**config.mk**
```make
export PLATFORM = sky130hd
export DESIGN_NAME = nor_erase_seq
export DESIGN_NICKNAME = d
export VERILOG_FILES = /design/src/rtl/nes_pkg.sv /design/src/rtl/nes_unlock_dec.sv /design/src/rtl/nes_erase_ctrl.sv /design/src/rtl/nes_status_rd.sv /design/src/rtl/nor_erase_seq.sv
export SDC_FILE = /design/constraint.sdc
export NUM_CORES = 1
export LEC_CHECK = 0
export ABC_AREA = 1
export BUFFER_PORTS_ARGS = -buffer_cell sky130_fd_sc_hd__buf_2
export CAP_MARGIN = 20
export CORE_MARGIN = 1.5
export CORE_UTILIZATION = 35
export DETAILED_ROUTE_END_ITERATION = 8
export PLACE_DENSITY = 0.55
export SLEW_MARGIN = 20
export SYNTH_ARGS = -nofsm -noshare
export SYNTH_HDL_FRONTEND = slang
export SYNTH_SLANG_ARGS = --single-unit
export TNS_END_PERCENT = 20
```
**constraint.sdc**
```tcl
create_clock -name clk -period 1.73 [get_ports clk]
set_clock_uncertainty 0.1 [all_clocks]
set_input_delay 0.173 -clock clk [delete_from_list [all_inputs] [get_ports clk]]
set_output_delay 0.173 -clock clk [all_outputs]
set_load 0.05 [all_outputs]
```
**src/rtl/nes_pkg.sv**
```systemverilog
package nes_pkg;
  typedef enum logic [2:0] {
    ST_IDLE,
    ST_TMO,
    ST_RUN,
    ST_SPEND,
    ST_SUSP,
    ST_CHIP
  } est_t;

  localparam logic [10:0] UNLK_A = 11'h555;
  localparam logic [10:0] UNLK_B = 11'h2AA;
  localparam logic [15:0] D_AA   = 16'h00AA;
  localparam logic [15:0] D_55   = 16'h0055;
  localparam logic [15:0] D_80   = 16'h0080;
  localparam logic [15:0] D_CHIP = 16'h0010;
  localparam logic [15:0] D_SECT = 16'h0030;
  localparam logic [15:0] D_SUSP = 16'h00B0;
  localparam logic [15:0] D_RES  = 16'h0030;
endpackage

```
**src/rtl/nes_unlock_dec.sv**
```systemverilog
module nes_unlock_dec
  import nes_pkg::*;
(
  input  logic        clk,
  input  logic        rst_n,
  input  logic        en,
  input  logic        wr_en,
  input  logic [10:0] wr_low,
  input  logic [15:0] wr_data,
  output logic        chip_go,
  output logic        sec_go
);
  logic [2:0] step;
  logic       hit;

  always_comb begin
    case (step)
      3'd0:    hit = (wr_low == UNLK_A) && (wr_data == D_AA);
      3'd1:    hit = (wr_low == UNLK_B) && (wr_data == D_55);
      3'd2:    hit = (wr_low == UNLK_A) && (wr_data == D_80);
      3'd3:    hit = (wr_low == UNLK_A) && (wr_data == D_AA);
      3'd4:    hit = (wr_low == UNLK_B) && (wr_data == D_55);
      default: hit = 1'b0;
    endcase
  end

  assign chip_go = en && wr_en && (step == 3'd5) && (wr_low == UNLK_A) && (wr_data == D_CHIP);
  assign sec_go  = en && wr_en && (step == 3'd5) && (wr_data == D_SECT);

  always_ff @(posedge clk or negedge rst_n) begin
    if (!rst_n)      step <= 3'd0;
    else if (!en)    step <= 3'd0;
    else if (wr_en)  step <= hit ? step + 3'd1 : 3'd0;
  end

  AST_STEP_MAX: assert property (@(posedge clk) disable iff (!rst_n)
    step <= 3'd5) else $error("decoder step out of range");
  AST_GO_EXCL: assert property (@(posedge clk) disable iff (!rst_n)
    $onehot0({chip_go, sec_go})) else $error("two erase starts at once");
endmodule

```
**src/rtl/nes_erase_ctrl.sv**
```systemverilog
module nes_erase_ctrl
  import nes_pkg::*;
#(
  parameter int SECT_W    = 4,
  parameter int TMO_CYC   = 8,
  parameter int ERASE_CYC = 40,
  parameter int SUSP_LAT  = 4
) (
  input  logic                   clk,
  input  logic                   rst_n,
  input  logic                   wr_en,
  input  logic [15:0]            wr_data,
  input  logic                   chip_go,
  input  logic                   sec_go,
  input  logic [SECT_W-1:0]      sec_idx,
  output est_t                   state,
  output logic [(1<<SECT_W)-1:0] sel_map
);
  localparam int NSECT = 1 << SECT_W;
  localparam int TW = $clog2(TMO_CYC + 1);
  localparam int RW = $clog2(ERASE_CYC + 1);
  localparam int LW = $clog2(SUSP_LAT + 1);
  localparam logic [TW-1:0] T_LOAD = TW'(TMO_CYC);
  localparam logic [RW-1:0] R_LOAD = RW'(ERASE_CYC);
  localparam logic [LW-1:0] L_LOAD = LW'(SUSP_LAT);

  logic [TW-1:0] tmo;
  logic [RW-1:0] rem;
  logic [LW-1:0] lat;
  logic          cmd_susp, cmd_res, last;

  assign cmd_susp = wr_en && (wr_data == D_SUSP);
  assign cmd_res  = wr_en && (wr_data == D_RES);
  assign last     = (rem == RW'(1));

  always_ff @(posedge clk or negedge rst_n) begin
    if (!rst_n) begin
      state   <= ST_IDLE;
      tmo     <= '0;
      rem     <= '0;
      lat     <= '0;
      sel_map <= '0;
    end else begin
      case (state)
        ST_IDLE: begin
          if (chip_go) begin
            state   <= ST_CHIP;
            rem     <= R_LOAD;
            sel_map <= '1;
          end else if (sec_go) begin
            state   <= ST_TMO;
            tmo     <= T_LOAD;
            rem     <= R_LOAD;
            sel_map <= NSECT'(1) << sec_idx;
          end
        end
        ST_TMO: begin
          if (cmd_susp)             state <= ST_SUSP;
          else if (tmo == TW'(1))   state <= ST_RUN;
          else                      tmo <= tmo - TW'(1);
        end
        ST_RUN: begin
          if (last) begin
            state   <= ST_IDLE;
            sel_map <= '0;
          end else begin
            rem <= rem - RW'(1);
            if (cmd_susp) begin
              state <= ST_SPEND;
              lat   <= L_LOAD;
            end
          end
        end
        ST_SPEND: begin
          if (last) begin
            state   <= ST_IDLE;
            sel_map <= '0;
          end else begin
            rem <= rem - RW'(1);
            if (lat == LW'(1)) state <= ST_SUSP;
            else               lat <= lat - LW'(1);
          end
        end
        ST_SUSP: begin
          if (cmd_res) state <= ST_RUN;
        end
        ST_CHIP: begin
          if (last) begin
            state   <= ST_IDLE;
            sel_map <= '0;
          end else begin
            rem <= rem - RW'(1);
          end
        end
        default: state <= ST_IDLE;
      endcase
    end
  end

  AST_CHIP_DEAF: assert property (@(posedge clk) disable iff (!rst_n)
    (state == ST_CHIP && !last) |=> state == ST_CHIP) else $error("chip erase disturbed");
  AST_TMO_SUSP_NOW: assert property (@(posedge clk) disable iff (!rst_n)
    (state == ST_TMO && cmd_susp) |=> state == ST_SUSP) else $error("time-out suspend late");
  AST_LAT_BOUND: assert property (@(posedge clk) disable iff (!rst_n)
    (state == ST_SPEND) |-> (lat >= LW'(1) && lat <= L_LOAD)) else $error("suspend latency out of bound");
  AST_SUSP_HOLD: assert property (@(posedge clk) disable iff (!rst_n)
    (state == ST_SUSP && !cmd_res) |=> state == ST_SUSP) else $error("left suspend without resume");
  AST_IDLE_CLEAR: assert property (@(posedge clk) disable iff (!rst_n)
    (state == ST_IDLE) |-> (sel_map == '0)) else $error("selection kept in read mode");
endmodule

```
**src/rtl/nes_status_rd.sv**
```systemverilog
module nes_status_rd
  import nes_pkg::*;
#(
  parameter int SECT_W = 4
) (
  input  logic                   clk,
  input  logic                   rst_n,
  input  logic                   rd_en,
  input  logic [SECT_W-1:0]      rd_sect,
  input  est_t                   state,
  input  logic [(1<<SECT_W)-1:0] sel_map,
  output logic                   rd_valid,
  output logic                   rd_is_status,
  output logic [7:0]             rd_status
);
  logic t6, t2, hit, susp;

  assign susp = (state == ST_SUSP);
  assign hit  = (state != ST_IDLE) && sel_map[rd_sect];

  always_ff @(posedge clk or negedge rst_n) begin
    if (!rst_n) begin
      rd_valid     <= 1'b0;
      rd_is_status <= 1'b0;
      rd_status    <= 8'h00;
      t6           <= 1'b0;
      t2           <= 1'b0;
    end else begin
      rd_valid <= rd_en;
      if (rd_en && hit) begin
        rd_is_status <= 1'b1;
        rd_status    <= {susp, t6, 3'b000, t2, 2'b00};
        t2           <= ~t2;
        if (!susp) t6 <= ~t6;
      end else begin
        rd_is_status <= 1'b0;
        rd_status    <= 8'h00;
      end
    end
  end

  AST_DQ6_FROZEN: assert property (@(posedge clk) disable iff (!rst_n)
    (rd_en && susp) |=> $stable(t6)) else $error("bit 6 moved while suspended");
  AST_IDLE_NO_STATUS: assert property (@(posedge clk) disable iff (!rst_n)
    (rd_en && state == ST_IDLE) |=> !rd_is_status) else $error("status returned in read mode");
endmodule

```
**src/rtl/nor_erase_seq.sv**
```systemverilog
module nor_erase_seq
  import nes_pkg::*;
#(
  parameter int ADDR_W     = 12,
  parameter int SECT_SHIFT = 8,
  parameter int TMO_CYC    = 8,
  parameter int ERASE_CYC  = 40,
  parameter int SUSP_LAT   = 4
) (
  input  logic              clk,
  input  logic              rst_n,
  input  logic              wr_en,
  input  logic [ADDR_W-1:0] wr_addr,
  input  logic [15:0]       wr_data,
  input  logic              rd_en,
  input  logic [ADDR_W-1:0] rd_addr,
  output logic              rd_valid,
  output logic              rd_is_status,
  output logic [7:0]        rd_status,
  output logic              busy,
  output logic              suspended
);
  localparam int SECT_W = ADDR_W - SECT_SHIFT;

  est_t                   state;
  logic [(1<<SECT_W)-1:0] sel_map;
  logic                   chip_go, sec_go;

  nes_unlock_dec u_dec (
    .clk     (clk),
    .rst_n   (rst_n),
    .en      (state == ST_IDLE),
    .wr_en   (wr_en),
    .wr_low  (wr_addr[10:0]),
    .wr_data (wr_data),
    .chip_go (chip_go),
    .sec_go  (sec_go)
  );

  nes_erase_ctrl #(
    .SECT_W    (SECT_W),
    .TMO_CYC   (TMO_CYC),
    .ERASE_CYC (ERASE_CYC),
    .SUSP_LAT  (SUSP_LAT)
  ) u_ctrl (
    .clk     (clk),
    .rst_n   (rst_n),
    .wr_en   (wr_en),
    .wr_data (wr_data),
    .chip_go (chip_go),
    .sec_go  (sec_go),
    .sec_idx (wr_addr[ADDR_W-1:SECT_SHIFT]),
    .state   (state),
    .sel_map (sel_map)
  );

  nes_status_rd #(.SECT_W(SECT_W)) u_stat (
    .clk          (clk),
    .rst_n        (rst_n),
    .rd_en        (rd_en),
    .rd_sect      (rd_addr[ADDR_W-1:SECT_SHIFT]),
    .state        (state),
    .sel_map      (sel_map),
    .rd_valid     (rd_valid),
    .rd_is_status (rd_is_status),
    .rd_status    (rd_status)
  );

  assign busy      = (state == ST_TMO) || (state == ST_RUN) || (state == ST_SPEND) || (state == ST_CHIP);
  assign suspended = (state == ST_SUSP);

  AST_BUSY_SUSP_EXCL: assert property (@(posedge clk) disable iff (!rst_n)
    !(busy && suspended)) else $error("busy while suspended");
endmodule

```
==> results by group <==
Run status
  • Status: finished clean

Min path
  • Worst Hold Class: in2reg

Route
  • ANT nets after route: 0
  • Routed length per instance: 11.6 µm
  • Routed WL: 7.12 mm
  • DR iter-0 viols: 119
  • Pre-antenna DRT Iters: 5
  • Via Count: 2917
  • DRC violations left: 0
  • Vias per cell: 4.77

Yosys
  • Area contributors post-synth: dfrtp_1 (35%), nand2_1 (14%), inv_1 (8.1%)
  • Mapped Area: 3000 µm²
  • Post-synth top area share: 35.0%
  • Cell variety after synth: 33
  • FFs w/ async S/R, synth: 100%
  • Synth Warn #: 0
  • Post-synthesis register bit count: 42
  • Synth Instances: 435
  • Post-synth top flop: dfrtp_1
  • Post-synth EDFFs: 0
  • Cell taking the most area after synthesis: dfrtp_1
  • Sequential cell area fraction in the yosys report: 35.0%
  • Syn_area_per_cell: 6.90 µm²

STA
  • Crit share post-route: 99.5%
  • Setup WS post-layout: 0.00937 ns
  • Final hold slack: 0.153 ns
  • # setup viols final: 0
  • Final Hold Vio Count: 0
  • Fin crit period: 1.72 ns
  • Peak Freq: 0.581 GHz
  • Final Max Slew Viols: 0
  • RSZ-0062 raised after global routing: true

Clock network
  • Clock Tree Buf Depth: 2
  • Clk pin slew, worst setup/hold paths: 0.10 ns
  • Cts bufs inserted: 5
  • CTS Sinks: 42
  • CTS tree: yes
  • # H-tree levels: 2
  • Clk root buf: clkbuf_8
  • Latest clock arrival within the worst-skew pair: 0.30 ns

Power
  • Peak VDD IR: 0.000242 V
  • P_sw: 0.000548 W
  • Clock power frac: 35.9%
  • Cell leakage power: 1.94 nW
  • Switch share: 28.7%
  • Pwr dens: 507 nW/µm²
  • Gate power share: 12.0%
  • Sequential share of power: 52.1%
  • Internal power: 0.00136 W

GRT
  • First-pass GRT wire length: 12.0 mm
  • Vias in the first global route: 2686
  • Largest net degree at the start of global routing: 30
  • Initial antenna violation count: 0
  • Grt ovf: 0
  • GRT Total Usage: 16.6%

Die
  • Starting Density: 36.4%
  • DIE AREA: 9140 µm²
  • IO Pins: 56
  • Die height: 95.6 µm
  • Core area: 8260 µm²
  • Row count: 33
  • Die width: 95.6 µm

Final layout
  • # nets final: 561
  • FILL cells: 861
  • Area of the multi-input gates: 1730 µm²
  • Reg area: 1050 µm²
  • Share of layout cells above drive strength 1: 25.8%
  • Antenna fix cells: 0
  • Area Overhead vs Synth: 25.6%

Place
  • Final Wtd Congestion: 0.805
  • Dpl hpwl: 5.53 mm
  • Pre-CTS setup slack: -0.0534 ns
  • # port buffers: 42

Setup path
  • Worst Path Max Fanout: 22
  • Critical path type: reg2reg
  • WP data required: 1.87 ns
  • CP Launch Type: flip-flop
  • Arrival time at the worst endpoint: 1.86 ns
  • CP Capture Type: flip-flop

Run
  • Maxcap violations: 0
worst paths after layout:
| path | start | to | slack [ns] | cells after the start |
|---|---|---|---|---|
| max | u_dec.step[1] | u_ctrl.sel_map[1] | 0.009 | 11 |
| min | wr_en | u_dec.step[2] | 0.15 | 4 |
| max reg2reg | u_dec.step[1] | u_ctrl.sel_map[1] | 0.009 | 11 |
| min reg2reg | u_stat.t2 | u_stat.t2 | 0.39 | 2 |
| max in group asynchronous | rst_n | u_ctrl.state[0] | 0.81 | 3 |
| min in group asynchronous | rst_n | u_dec.step[2] | 0.22 | 2 |
per-layer routing:
layer / share of wire, % / global-route usage, %
met5: 0 / 0
met4: 0.60 / 4.04
met3: 3.8 / 2.63
met2: 47 / 27.2
met1: 48 / 22.7
layout by cell type (no fill, tap or decap), types with 6 or more instances in the layout:
| cell type | n |
|---|---|
| nor2_4 | 8 |
| a21oi_1 | 16 |
| o21ai_1 | 16 |
| xor2_1 | 6 |
| nand2_1 | 105 |
| nand4_1 | 17 |
| o21ai_0 | 8 |
| ha_1 | 9 |
| o21ai_2 | 8 |
| dfrtp_1 | 41 |
| nor2_1 | 38 |
| o211ai_1 | 6 |
| inv_1 | 63 |
| nand3_1 | 35 |
| buf_4 | 30 |
| buf_2 | 40 |
| nand2_2 | 10 |
synthesized netlist by cell type (all sizes together) (2+ instances only):
cell type  number
dfrtp          42
nand3          38
inv            67
nor2           50
nor3            2
xor2            6
a21oi          21
o21ai          32
o211ai          6
nand4          18
nor4            2
nand2         117
and2            2
or2             2
buf            14
ha             11
registers in the layout, summed over array words and instances (netlist names):
register,flops
u_stat.rd_is_status,1
u_ctrl.lat,3
u_ctrl.tmo,4
u_stat.t2,1
u_stat.t6,1
u_dec.step,3
u_ctrl.sel_map,16
u_ctrl.rem,6
u_stat.rd_status,3
u_ctrl.state,3
u_stat.rd_valid,1
power by group through the flow:
stage / logic [W] / clock network [W] / registers [W]
after global placement: 0.000224 / 0 / 0.00101
after detailed placement: 0.000227 / 0 / 0.00101
final: 0.000230 / 0.000686 / 0.000995
after floorplan: 0.000129 / 0 / 0.00102
after CTS: 0.000233 / 0.000711 / 0.000995
after global routing: 0.000263 / 0.000751 / 0.000997
kinds of logic after synthesis:
family	Yosys count	share of synthesized area, %
AND/OR/NAND/NOR	231	35.3
buffers and inverters	82	11.7
AO/OA/AOI/OAI	62	11.5
flip-flops	42	35.0
adder cells (fa/ha/maj)	11	4.58
XOR/XNOR	6	1.75
other	1	0.125
metrics by stage:
step	instances	utilization, %	instance area (µm²)	total power, W	TNS, ns
3_3_place_gp	599	42.5	3510	0.00124	-0.0663
5_1_grt	612	45.7	3770	0.00201	-2.13
2_1_floorplan	439	-	3020	0.00115	0
6_report	612	45.7	3770	0.00191	0
3_5_place_dp	599	42.5	3510	0.00124	-0.370
4_1_cts	609	44.3	3660	0.00194	0
critical path: stages (launching register included):
cell and delay [ns]:
dfrtp_1 0.43, inv_2 0.07, ha_2 0.18, nand2_2 0.07, nor2_4 0.12, nand2_2 0.09
nor2_4 0.13, nor2_4 0.07, nor2_8 0.09, buf_12 0.16, nand2_1 0.09, o21ai_2 0.05
area by class of cell:
class / count / area share [%]
sequential: 42 / 27.9
clock buffer: 5 / 1.82
clock inverter: 3 / 0.664
multi-input combinational: 315 / 46.0
tap: 105 / 3.48
timing repair buffer: 75 / 13.4
inverter: 67 / 6.74
timing repair:
item                       in CTS  in global routing
pin swaps                       1                  4
hold endpoints to repair       14                  0
hold buffers                    2                  0
setup buffers                   0                  3
setup endpoints to repair      27                 33
resized for setup              12                 32
No activity file was read; power rests on OpenSTA's default activity.
